`config.mk`:
```
export PLATFORM = sky130hd
export DESIGN_NAME = tfr_ctrl
export DESIGN_NICKNAME = d
export VERILOG_FILES = /design/src/rtl/tfr_pkg.sv /design/src/rtl/tfr_capture.sv /design/src/rtl/tfr_action.sv /design/src/rtl/tfr_invmask.sv /design/src/rtl/tfr_ctrl.sv
export SDC_FILE = /design/constraint.sdc
export NUM_CORES = 1
export LEC_CHECK = 0
export ABC_AREA = 1
export BUFFER_PORTS_ARGS = -buffer_cell sky130_fd_sc_hd__buf_4
export CORE_AREA = 2 2 39 41
export DETAILED_ROUTE_END_ITERATION = 6
export DIE_AREA = 0 0 41 43
export PLACE_DENSITY_LB_ADDON = 0.05
export SYNTH_ARGS = -nofsm -noshare
export SYNTH_HDL_FRONTEND = slang
export SYNTH_SLANG_ARGS = --single-unit
```
`constraint.sdc`:
```
create_clock -name clk -period 0.98 [get_ports clk]
set_clock_uncertainty 0.1 [all_clocks]
set_input_delay 0.049 -clock clk [delete_from_list [all_inputs] [get_ports clk]]
set_output_delay 0.049 -clock clk [all_outputs]
set_load 0.03 [all_outputs]
```
`src/rtl/tfr_pkg.sv`:
```
package tfr_pkg;

  // Which sources reported a fault in the captured cycle
  typedef struct packed {
    logic fetch;
    logic decode;
    logic fu;
    logic rob;
  } tfr_src_t;

  // Scalar recovery controls for one recovery cycle
  typedef struct packed {
    logic stall;
    logic pc_hold;
    logic fetch_hold;
    logic decode_clear;
    logic rs_stall;
    logic rob_drop_newest;
    logic commit_block;
    logic dly_clr;
  } tfr_act_t;

endpackage

```
`src/rtl/tfr_capture.sv`:
```
module tfr_capture
  import tfr_pkg::*;
#(
  parameter int ROB_DEPTH = 5,
  parameter int NUM_FU    = 4,
  parameter int IDX_W     = 3
) (
  input  logic                 clk,
  input  logic                 rst_n,
  input  logic                 err_fetch,
  input  logic                 err_decode,
  input  logic [NUM_FU-1:0]    err_fu,
  input  logic                 err_rob,
  input  logic [IDX_W-1:0]     err_rob_idx,
  input  logic [ROB_DEPTH-1:0] err_dep_mask,
  output tfr_src_t             src_q,
  output logic [IDX_W-1:0]     idx_q,
  output logic [ROB_DEPTH-1:0] dep_q
);

  tfr_src_t src_d;

  always_comb begin
    src_d.fetch  = err_fetch;
    src_d.decode = err_decode;
    src_d.fu     = |err_fu;
    src_d.rob    = err_rob;
  end

  always_ff @(posedge clk or negedge rst_n) begin
    if (!rst_n) begin
      src_q <= '0;
      idx_q <= '0;
      dep_q <= '0;
    end else begin
      src_q <= src_d;
      idx_q <= err_rob_idx;
      dep_q <= err_dep_mask;
    end
  end

endmodule

```
`src/rtl/tfr_action.sv`:
```
module tfr_action
  import tfr_pkg::*;
(
  input  tfr_src_t src,
  output tfr_act_t act
);

  always_comb begin
    act                 = '0;
    act.stall           = src.fetch | src.decode | src.fu | src.rob;
    act.pc_hold         = src.fetch | src.decode;
    act.decode_clear    = src.fetch;
    act.fetch_hold      = src.decode;
    act.rob_drop_newest = src.decode;
    act.rs_stall        = src.fu;
    act.commit_block    = src.rob;
    act.dly_clr         = src.rob;
  end

endmodule

```
`src/rtl/tfr_invmask.sv`:
```
module tfr_invmask #(
  parameter int ROB_DEPTH = 5,
  parameter int IDX_W     = 3
) (
  input  logic                 fu_fault,
  input  logic [IDX_W-1:0]     slot,
  input  logic [ROB_DEPTH-1:0] dep,
  output logic [ROB_DEPTH-1:0] inval
);

  for (genvar i = 0; i < ROB_DEPTH; i++) begin : g_slot
    logic hit;
    assign hit      = (slot == IDX_W'(i));
    assign inval[i] = fu_fault & (dep[i] | hit);
  end

endmodule

```
`src/rtl/tfr_ctrl.sv`:
```
module tfr_ctrl
  import tfr_pkg::*;
#(
  parameter int ROB_DEPTH = 5,
  parameter int NUM_FU    = 4,
  localparam int IDX_W    = (ROB_DEPTH > 1) ? $clog2(ROB_DEPTH) : 1
) (
  input  logic                 clk,
  input  logic                 rst_n,
  input  logic                 err_fetch,
  input  logic                 err_decode,
  input  logic [NUM_FU-1:0]    err_fu,
  input  logic                 err_rob,
  input  logic [IDX_W-1:0]     err_rob_idx,
  input  logic [ROB_DEPTH-1:0] err_dep_mask,
  output logic                 pipe_stall,
  output logic                 pc_hold,
  output logic                 fetch_hold,
  output logic                 decode_clear,
  output logic                 rs_stall,
  output logic                 rob_drop_newest,
  output logic [ROB_DEPTH-1:0] rob_inval,
  output logic                 commit_block,
  output logic                 dly_clr
);

  tfr_src_t             src_q;
  tfr_act_t             act;
  logic [IDX_W-1:0]     idx_q;
  logic [ROB_DEPTH-1:0] dep_q;

  tfr_capture #(
    .ROB_DEPTH(ROB_DEPTH),
    .NUM_FU   (NUM_FU),
    .IDX_W    (IDX_W)
  ) u_capture (
    .clk         (clk),
    .rst_n       (rst_n),
    .err_fetch   (err_fetch),
    .err_decode  (err_decode),
    .err_fu      (err_fu),
    .err_rob     (err_rob),
    .err_rob_idx (err_rob_idx),
    .err_dep_mask(err_dep_mask),
    .src_q       (src_q),
    .idx_q       (idx_q),
    .dep_q       (dep_q)
  );

  tfr_action u_action (
    .src(src_q),
    .act(act)
  );

  tfr_invmask #(
    .ROB_DEPTH(ROB_DEPTH),
    .IDX_W    (IDX_W)
  ) u_invmask (
    .fu_fault(src_q.fu),
    .slot    (idx_q),
    .dep     (dep_q),
    .inval   (rob_inval)
  );

  assign pipe_stall      = act.stall;
  assign pc_hold         = act.pc_hold;
  assign fetch_hold      = act.fetch_hold;
  assign decode_clear    = act.decode_clear;
  assign rs_stall        = act.rs_stall;
  assign rob_drop_newest = act.rob_drop_newest;
  assign commit_block    = act.commit_block;
  assign dly_clr         = act.dly_clr;

endmodule

```
Yosys cells after proc, flatten, opt, wreduce, memory -nomap -nowiden:

Cells that the tools add are included.

* register bits: 12
* input port bits: 17
* output and inout port bits: 13
* word-level logic and storage cells: 25

* equal/unequal tests: 4
* bitwise operators: 13
* reduce and logical (&&, ||, !) cells: 2

Operators by type and width (number)
* $or A1 B1 Y1: 8
* $eq A3 B2 Y1 const B: 2
* $and A1 B1 Y1: 5
* $reduce_or A4 Y1: 1
* $eq A3 B1 Y1 const B: 1
* $eq A3 B3 Y1 const B: 1
* $logic_not A3 Y1: 1

Longest topological paths before layout:

Gate-level depths: netlist of run 1.

* depth after elaboration: 3
* depth in mapped cells: 3

Modules after synthesis:

Synthesis of run 1 repeated with hierarchy kept, for this count alone.

* cells, all modules: 45
* area total of the unflattened synthesis: 461.7 µm²

By module, submodules not included
* tfr_capture: instances 1, cells each 15, area each 311.5 µm², seq. area each 300.3 µm²
* tfr_invmask: instances 1, cells each 20, area each 87.6 µm², seq. area each 0.0 µm²
* tfr_action: instances 1, cells each 10, area each 62.6 µm², seq. area each 0.0 µm²

Worst setup path after synthesis of run 1:

No wires, ideal clock.

* kind: reg2out
* from: register, netlist name u_capture.src_q[1]
* to: output port rob_inval[0]
* arrival time: 1143 ps
* data required time: 831 ps
* setup slack: -312 ps
* cell stages (with the launch flop): 3
* buffers on the path: 0
* cell sequence: dfrtp_1 inv_1 a21oi_1

* longest elaborated chain between the ends: 1

Ends and longest elaborated chain
* $and A1 B1 Y1: line tfr_invmask.sv:14 `assign inval[i] = fu_fault & (dep[i] | hit);`
* end, declared: line tfr_ctrl.sv:22 `output logic [ROB_DEPTH-1:0] rob_inval,`

Every way passes these cells.

Worst setup path after layout of run 1:

* from: register, netlist name u_capture.src_q[2]
* to: output port pipe_stall

* longest elaborated chain between the ends: 3

Ends and longest elaborated chain
* $or A1 B1 Y1 (3 in series): line tfr_action.sv:10 `act.stall = src.fetch | src.decode | src.fu | src.rob;`
* end, declared: line tfr_ctrl.sv:16 `output logic pipe_stall,`

Every way passes these cells.

==> results of run 1 <==
## stage by stage
step                instance area [um2]  power (mW)  utilization (%)  cells
finish                             1030        1.18             74.1    109
global route                       1030        1.24             74.1    109
CTS                                 993        1.18             71.8    107
detailed placement                  734       0.774             53.1     85
global placement                    734       0.773             53.1     85
floorplan                           497       0.665                -     40
## sequential cells by signal, summed over array words and instances, names as in the netlist
register,count
u_capture.dep_q,5
u_capture.idx_q,3
u_capture.src_q,4
## repair_timing
item                                    4_1_cts  5_1_grt
hold buffers                                 16        0
endpoints found under the hold margin        24        0
gates resized for setup                      15        6
buffers inserted                              2        2
endpoints found under the setup margin       13       13
pin swaps                                     0        1
## metal layers
layer  up-vias  GRT usage (%)  wire length, um
met1       224           13.9              367
li1        225              -                -
met3         2           3.14               43
met2        16           27.2              731
met5         -              0                0
met4         0           12.0                8
## cell type report
cell class | instances | area, um2 | area share (%)
Inverter | 9 | 37.5 | 3.66
Tap cell | 16 | 20.0 | 1.95
Multi-Input combinational cell | 17 | 148 | 14.4
Sequential cell | 12 | 304 | 29.6
Timing Repair Buffer | 51 | 490 | 47.8
Clock buffer | 4 | 26.3 | 2.56
## power by group through the flow
stage	sequential (mW)	clock (mW)	combinational [mW]
3_3_place_gp	0.542	0	0.231
2_1_floorplan	0.557	0	0.109
3_5_place_dp	0.543	0	0.231
5_1_grt	0.540	0.352	0.347
4_1_cts	0.534	0.332	0.313
6_report	0.537	0.316	0.326
## critical path, cell delays in order (launching register included)
cell     delay, ns
dfrtp_2       0.41
or2_4         0.27
nor2_4        0.08
nand2_2       0.05
buf_6         0.14
## cell usage after synthesis
library cell	count
nor2_2	1
buf_4	2
dfrtp_1	12
nor2_1	3
inv_1	9
nand2_1	4
or2_4	1
nand3_1	3
a21oi_1	5
## cell families (layout without fill, tap and decap cells)
family / Yosys count / in the layout / share of synthesized area (%)
buf+inv: 11 / 64 / 11.3
compound gates: 5 / 5 / 5.81
flops: 12 / 12 / 69.8
simple gates: 12 / 12 / 13.1
## final timing paths
path                       slack [ns]               start                  to
max                             -0.40  u_capture.src_q[2]          pipe_stall
min                              0.04               rst_n  u_capture.src_q[0]
max in group asynchronous        0.55               rst_n  u_capture.src_q[1]
min in group clk                 0.31          err_decode  u_capture.src_q[2]
## cells in the final DEF, fill, tap and decap left out, drive strengths merged
master | netlist | routed
buf | 2 | 35
dlygate4sd3 | 0 | 16
dfrtp | 12 | 12
inv | 9 | 8
a21oi | 5 | 5
nand2 | 4 | 4
clkbuf | 0 | 4
nor2 | 4 | 4
nand3 | 3 | 3
clkinvlp | 0 | 1
or2 | 1 | 1
==> results by group, run 1 <==
Status
  • Status: finished, violations left
  • Failing checks: setup timing

Power
  • Pint: approximately 0.86 mW
  • Sw Share: 26.8%
  • PD cells: 1150 nW/um2
  • Leak: a little under 0.5 nW
  • Switching pwr: approximately 0.32 mW
  • Maximum VDD drop: around 800 uV
  • Logic gate share of total power: 27.6%
  • Flop pwr share: between 40% and 50%
  • Power share of the clock group: 26.8%

Timing
  • Final Hold Viols: 0
  • Final setup TNS: -3.51 ns
  • Rel. slew slack: 83.8%
  • Crit path time final: 1.38 ns
  • Slew Viols, Final: 0
  • Hold_ws: ~0.043 ns
  • RSZ-0062 raised after global routing: true
  • Tcrit/Tclk final: 141%
  • Final worst slack: -0.398 ns
  • Setup violators final: 13
  • Worst Tran Pin Value: 0.243 ns
  • FMAX: between 700 and 800 MHz

Synthesis
  • Share of the synthesized area in the top cell type: 69.8%
  • Mapped Area: approximately 430 um2
  • Netlist cell types: 9
  • #FFs+latches synth: 12
  • Yosys top cell by area: dfrtp_1
  • Sequential share of the synthesized area: a little over two thirds
  • Yosys warns: 0
  • Largest cells by area after synthesis: dfrtp_1, inv_1, a21oi_1
  • Post-Synthesis Cells: 40
  • Synthesized net count: 57
  • Syn avg cell area: about 11 um2

Worst setup path
  • Crit-path max FO: 2
  • Critical path startpoint category: flip-flop
  • Critical Path End Type: primary output
  • CP arrival: 1.23 ns
  • Crit Path Category: reg2out
  • Worst EP required: ~0.83 ns

Floorplan
  • Initial Util: around 31%
  • Core ar.: about 1400 um2
  • Die Width: ~41 um
  • # rows: 14
  • Die area: roughly 1800 um2
  • Die height: around 43 um
  • # IOs: 30

Global routing
  • Global route overflow: 0
  • First-pass GRT wire length: between 1.5 and 2 mm
  • Largest net degree at the start of global routing: 13
  • Antenna violations before repair: 0
  • Vias in the first global route: 470
  • GRT Util Overall: 15.5%

Placed design
  • IO Port Bufs: 29
  • Detailed placement HPWL: slightly below 700 um
  • Dpl ws: -0.122 ns
  • GPL Wtd Cong: around 0.63

Layout
  • Area delta synth->final: 138%
  • Nets: 111
  • Share of cells above drive strength 1: between 50 and 60%
  • FILL cells: 101
  • # diodes: 0

Routing
  • ANT nets after route: 0
  • Initial DRC Count: 5
  • First-pass detailed-route iteration total: 4
  • Via density: roughly 4.3
  • DRC: 0
  • DR vias: 467
  • Routed wire length: 1.15 mm
  • Avg WL per Cell: between 10 and 15 um

Clocking
  • Cts bufs inserted: 3
  • H-tree Lvls: 1
  • Root buffer cell: clkbuf_4
  • Clk buf depth: 2
  • CTS tree: done
  • Sink Count: 12
  • CTS clk-pin slew, worst paths: roughly 0.080 ns

Min path
  • Hold Crit Class: in2async

Run
  • Maxcap violations: 0
Note: power is estimated with default switching activity, not from simulation.
==> run 2: changes to the inputs <==
--- a/config.mk
+++ b/config.mk
@@ -9,6 +9,5 @@
 export BUFFER_PORTS_ARGS = -buffer_cell sky130_fd_sc_hd__buf_4
-export CORE_AREA = 2 2 39 41
+export CORE_AREA = 2 2 40 42
 export DETAILED_ROUTE_END_ITERATION = 6
-export DIE_AREA = 0 0 41 43
-export PLACE_DENSITY_LB_ADDON = 0.05
+export DIE_AREA = 0 0 42 44
 export SYNTH_ARGS = -nofsm -noshare
==> constraint.sdc (replaced) <==
create_clock -name clk -period 1.1 [get_ports clk]
set_clock_uncertainty 0.1 [all_clocks]
set_input_delay 0.22 -clock clk [delete_from_list [all_inputs] [get_ports clk]]
set_output_delay 0.22 -clock clk [all_outputs]
set_load 0.03 [all_outputs]
==> run 2 against run 1 <==
The run still ends with setup timing left; non-clock buffer count is 5 lower; clock power is 5% higher; hold slack worse by 0.0061 ns; count of clock-buffer cells in the layout stayed put; core utilization is 4.5 points lower; setup slack worse by 0.028 ns; routed wire length is 7.0% higher; sequential power is 10% lower; critical path depth stayed put; sequential cell count stayed put; critical path type unchanged; critical endpoint unchanged; largest cell class unchanged; largest power group unchanged.
==> results by group, run 2 (synthesis gave the netlist of run 1 again) <==
Floorplan
  • # rows: 14 (unchanged)
  • Die height: 44 um (was 43 um)
  • Die Width: 42 um (was 41 um)
  • Core ar.: 1420 um2 (was 1380 um2)
  • Initial Util: 30.3% (was 31.1%)
  • # IOs: 30 (unchanged)
  • Die area: 1850 um2 (was 1760 um2)

Timing
  • Final setup TNS: -3.37 ns (was -3.51 ns)
  • Final worst slack: -0.426 ns (was -0.398 ns)
  • Final Hold Viols: 0 (unchanged)
  • FMAX: approximately 660 MHz
  • Slew Viols, Final: 0 (unchanged)
  • Hold_ws: 0.0367 ns (was 0.0428 ns)
  • RSZ-0062 raised after global routing: true (unchanged)
  • Worst Tran Pin Value: 0.150 ns (was 0.243 ns)
  • Tcrit/Tclk final: 139%
  • Crit path time final: 1.53 ns
  • Setup violators final: 13 (unchanged)
  • Rel. slew slack: 90.0% (was 83.8%)

Worst setup path
  • CP arrival: 1.21 ns (was 1.23 ns)
  • Critical Path End Type: primary output (unchanged)
  • Crit-path max FO: 2 (unchanged)
  • Crit Path Category: reg2out (unchanged)
  • Worst EP required: 0.78 ns (was 0.83 ns)
  • Critical path startpoint category: flip-flop (unchanged)

Clocking
  • Root buffer cell: clkbuf_4 (unchanged)
  • H-tree Lvls: 1 (unchanged)
  • CTS clk-pin slew, worst paths: 0.07 ns (was 0.08 ns)
  • Sink Count: 12 (unchanged)
  • Clk buf depth: 2 (unchanged)
  • Cts bufs inserted: 3 (unchanged)
  • CTS tree: done (unchanged)

Power
  • PD cells: 1100 nW/um2 (was 1150 nW/um2)
  • Leak: 0.464 nW (was 0.484 nW)
  • Overall power: 1.09 mW (was 1.18 mW)
  • Maximum VDD drop: 824 uV (was 803 uV)

Layout
  • Nets: 106 (was 111)
  • Largest register by flop count: u_capture.dep_q (unchanged)
  • Max reg flops: 5 (unchanged)
  • Area delta synth->final: 130% (was 138%)
  • Largest registers: u_capture.dep_q (5), u_capture.src_q (4), u_capture.idx_q (3) (unchanged)
  • Most common cell after layout, fill and taps aside: buf_4 (was buf_6)
  • Most frequent cells in the layout: buf_4, buf_6, dlygate4sd3_1, inv_1 (was buf_6, buf_4, dlygate4sd3_1, dfrtp_1, inv_1)
  • Share of cells above drive strength 1: 65.9% (was 55.9%)
  • FILL cells: 103 (was 101)
  • # diodes: 0 (unchanged)

Placed design
  • GPL Wtd Cong: 0.619 (was 0.626)
  • Detailed placement HPWL: 773 um (was 689 um)
  • IO Port Bufs: 29 (unchanged)
  • Dpl ws: -0.182 ns (was -0.122 ns)

Status
  • Failing checks: setup timing (unchanged)
  • Status: finished, violations left (unchanged)

Global routing
  • Vias in the first global route: 459 (was 470)
  • Largest net degree at the start of global routing: 13 (unchanged)
  • Antenna violations before repair: 0 (unchanged)
  • Global route overflow: 0 (unchanged)
  • GRT Util Overall: 13.6% (was 15.5%)
  • First-pass GRT wire length: 1.89 mm (was 1.75 mm)

Routing
  • First-pass detailed-route iteration total: 4 (unchanged)
  • Initial DRC Count: 2 (was 5)
  • Via density: 4.26 (was 4.28)
  • DR vias: 443 (was 467)
  • ANT nets after route: 0 (unchanged)
  • DRC: 0 (unchanged)
  • Routed wire length: 1.23 mm (was 1.15 mm)
  • Avg WL per Cell: 11.8 um (was 10.6 um)

Run
  • Maxcap violations: 0 (unchanged)

Min path
  • Hold Crit Class: in2reg (was in2async)
==> run 2: timing repair <==
item | in CTS | in global routing
setup endpoints to repair | 13 | 13
endpoints found under the hold margin | 23 | 0
resized for setup | 14 | 9
pin swaps | 1 | 3
buffers inserted | 2 | 2
hold buffers | 12 | 0
==> run 2: final timing paths <==
kind                                    start            endpoint  cells after the start
max in group asynchronous               rst_n  u_capture.src_q[2]                      2
min                                 err_fu[2]  u_capture.src_q[1]                      3
min in group asynchronous               rst_n  u_capture.dep_q[4]                      2
max                        u_capture.src_q[3]          pipe_stall                      4
==> run 2: per-layer routing <==
metal,share of wire (%),vias up,track usage [%]
met5,0,-,0
met4,0.49,0,5.81
met3,2.8,2,1.25
met2,62,11,23.8
met1,35,216,17.4
li1,-,214,-
==> run 2: worst max-delay path, cell delays in order (launching register included) <==
cell and delay (ns):
dfrtp_2 0.41, or2_4 0.27, nor2_4 0.08, nand2_2 0.05
buf_6 0.13
==> run 2: area by class of cell <==
class	instances	area [um2]	area share (%)
clock buffer	4	36.3	3.67
sequential	12	308	31.1
tap	16	20.0	2.03
inverter	9	37.5	3.80
multi-input combinational	17	163	16.5
timing repair buffer	46	424	42.9
==> run 2: metrics by stage <==
| stage | cells | util, % | area [um2] |
|---|---|---|---|
| after CTS | 102 | 67.0 | 951 |
| final | 104 | 69.7 | 988 |
| after floorplan | 40 | - | 497 |
| after global routing | 104 | 69.7 | 988 |
| after global placement | 84 | 51.2 | 727 |
| after detailed placement | 84 | 51.2 | 727 |
==> run 2: report_power, final <==
group          switching, mW  total (mW)  internal (mW)
clock                  0.131       0.332          0.201
sequential            0.0180       0.482          0.464
combinational          0.125       0.273          0.148
total                  0.274        1.09          0.813
==> run 3: changes to the inputs <==
- CTS_BUF_LIST: unset -> sky130_fd_sc_hd__clkbuf_16
==> run 3 against run 2 <==
The run still ends with setup timing left; setup slack better by 0.035 ns; hold slack better by 0.040 ns; die area unchanged; via count up 0.23%; sequential power about the same; cell area up 5.4%; sequential share of layout area down 1.6 points; first-iteration DRC count rose to 2.5 times the previous value; power up 30%; largest cell class unchanged; highest routed layer unchanged.
==> results by group, run 3 (synthesis gave the netlist of run 1 again) <==
Floorplan
  • Die area: 1850 um2 (unchanged)
  • # IOs: 30 (unchanged)
  • Die Width: 42 um (unchanged)
  • Initial Util: 30.3% (unchanged)
  • Die height: 44 um (unchanged)
  • # rows: 14 (unchanged)
  • Core ar.: 1420 um2 (unchanged)

Power
  • Leak: 0.488 nW (was 0.464 nW)
  • Overall power: 1.41 mW (was 1.09 mW)
  • PD cells: 1350 nW/um2 (was 1100 nW/um2)
  • Maximum VDD drop: 1210 uV (was 824 uV)

Layout
  • Largest registers: u_capture.dep_q (5), u_capture.src_q (4), u_capture.idx_q (3) (unchanged)
  • Share of cells above drive strength 1: 65.2% (was 65.9%)
  • Most common cell after layout, fill and taps aside: buf_4 (unchanged)
  • Largest register by flop count: u_capture.dep_q (unchanged)
  • Final Util: 73.5% (was 69.7%)
  • # diodes: 0 (unchanged)
  • Final Non-Filler Cells: 105 (was 104)
  • Most frequent cells in the layout: buf_4, buf_6, dlygate4sd3_1, inv_1 (unchanged)
  • Nets: 107 (was 106)
  • Max reg flops: 5 (unchanged)
  • Area delta synth->final: 142% (was 130%)
  • Post-route cell area: 1040 um2 (was 988 um2)

Status
  • Failing checks: setup timing (unchanged)
  • Status: finished, violations left (unchanged)

Clocking
  • Cts bufs inserted: 3 (unchanged)
  • Sink Count: 12 (unchanged)
  • Root buffer cell: clkbuf_16 (was clkbuf_4)
  • CTS tree: done (unchanged)
  • Clk buf depth: 2 (unchanged)
  • H-tree Lvls: 1 (unchanged)
  • CTS clk-pin slew, worst paths: 0.04 ns (was 0.07 ns)

Timing
  • Final setup TNS: -3.13 ns (was -3.37 ns)
  • Worst Tran Pin Value: 0.156 ns (was 0.150 ns)
  • Crit path time final: 1.49 ns (was 1.53 ns)
  • FMAX: 671 MHz (was 655 MHz)
  • Hold_ws: 0.0771 ns (was 0.0367 ns)
  • Tcrit/Tclk final: 136% (was 139%)
  • Final Hold Viols: 0 (unchanged)
  • Setup violators final: 12 (was 13)
  • Rel. slew slack: 89.6% (was 90.0%)
  • Final worst slack: -0.391 ns (was -0.426 ns)
  • RSZ-0062 raised after global routing: true (unchanged)
  • Slew Viols, Final: 0 (unchanged)

Global routing
  • First-pass GRT wire length: 1.93 mm (was 1.89 mm)
  • Largest net degree at the start of global routing: 13 (unchanged)
  • GRT Util Overall: 14.0% (was 13.6%)
  • Vias in the first global route: 484 (was 459)
  • Global route overflow: 0 (unchanged)
  • Antenna violations before repair: 0 (unchanged)

Worst setup path
  • Crit Path Category: reg2out (unchanged)
  • CP arrival: 1.17 ns (was 1.21 ns)
  • Worst EP required: 0.78 ns (about the same)
  • Critical path startpoint category: flip-flop (unchanged)
  • Crit path buf inv count: 1 (unchanged)
  • Critical Path End Type: primary output (unchanged)
  • CP top delay family: flip-flops (unchanged)
  • Crit-path max FO: 2 (unchanged)
  • Critical path's slowest cell: dfrtp_2 (unchanged)
  • Max stage delay on crit path: 0.40 ns (was 0.41 ns)
  • CP Depth: 4 (unchanged)
  • Cell Chain, Critical Path: or2_4, nor2_4, nand2_2, buf_6 (unchanged)

Min path
  • Hold path depth: 3 (unchanged)
  • Hold Crit Class: in2reg (unchanged)

Placed design
  • Detailed placement HPWL: 773 um (unchanged)
  • Placed inst area: 727 um2 (unchanged)
  • GPL Wtd Cong: 0.619 (unchanged)
  • IO Port Bufs: 29 (unchanged)
  • DP Cell Count: 84 (unchanged)
  • Dpl ws: -0.182 ns (unchanged)

Routing
  • First-pass detailed-route iteration total: 4 (unchanged)
  • Via density: 4.23 (was 4.26)
  • Avg WL per Cell: 12.0 um (was 11.8 um)
  • ANT nets after route: 0 (unchanged)
  • DR vias: 444 (was 443)
  • DRC: 0 (unchanged)
  • Routed wire length: 1.26 mm (was 1.23 mm)
  • Initial DRC Count: 5 (was 2)

Run
  • Maxcap violations: 0 (unchanged)
run 3: cell count changes in the layout (fill, tap and decap cells not counted), sizes merged:
cell and change:
clkbuf -1, clkinv +1, buf +1
run 3: cell type report:
cell class,instances,area [um2]
sequential,12,308
clock buffer,3,75.1
inverter,9,37.5
fill,92,377
tap,16,20.0
timing repair buffer,47,435
multi-input combinational,17,163
clock inverter,1,3.75
run 3: timing repair:
action                                  4_1_cts  5_1_grt
buffers inserted                              2        3
endpoints found under the hold margin        23        0
gates cloned                                  0        0
hold buffers                                 12        0
endpoints found under the setup margin       13       13
pin swaps                                     1        4
resized for setup                            14       10
run 3: worst min-delay path: cells and delay by family:
kind | cells | cell delay, ns
AND/OR/NAND/NOR | 2 | 0.08
buffers and inverters | 1 | 0.07
run 3: worst paths after layout:
| check | startpoint | to | slack, ns |
|---|---|---|---|
| min in group asynchronous | rst_n | u_capture.dep_q[3] | 0.26 |
| max in group asynchronous | rst_n | u_capture.src_q[2] | 0.47 |
| worst min-delay path | err_fu[2] | u_capture.src_q[1] | 0.08 |
| worst max-delay path | u_capture.src_q[2] | pipe_stall | -0.39 |
run 3: report_power, final:
group	internal, mW	switching (mW)	total [mW]
clock	0.477	0.171	0.648
combinational	0.151	0.126	0.277
sequential	0.467	0.0181	0.485
total	1.09	0.315	1.41
run 3: routing by layer:
layer	GRT usage (%)	wire length, um
met1	18.2	519
met4	5.81	6
met5	0	0
met2	24.1	701
met3	1.25	32
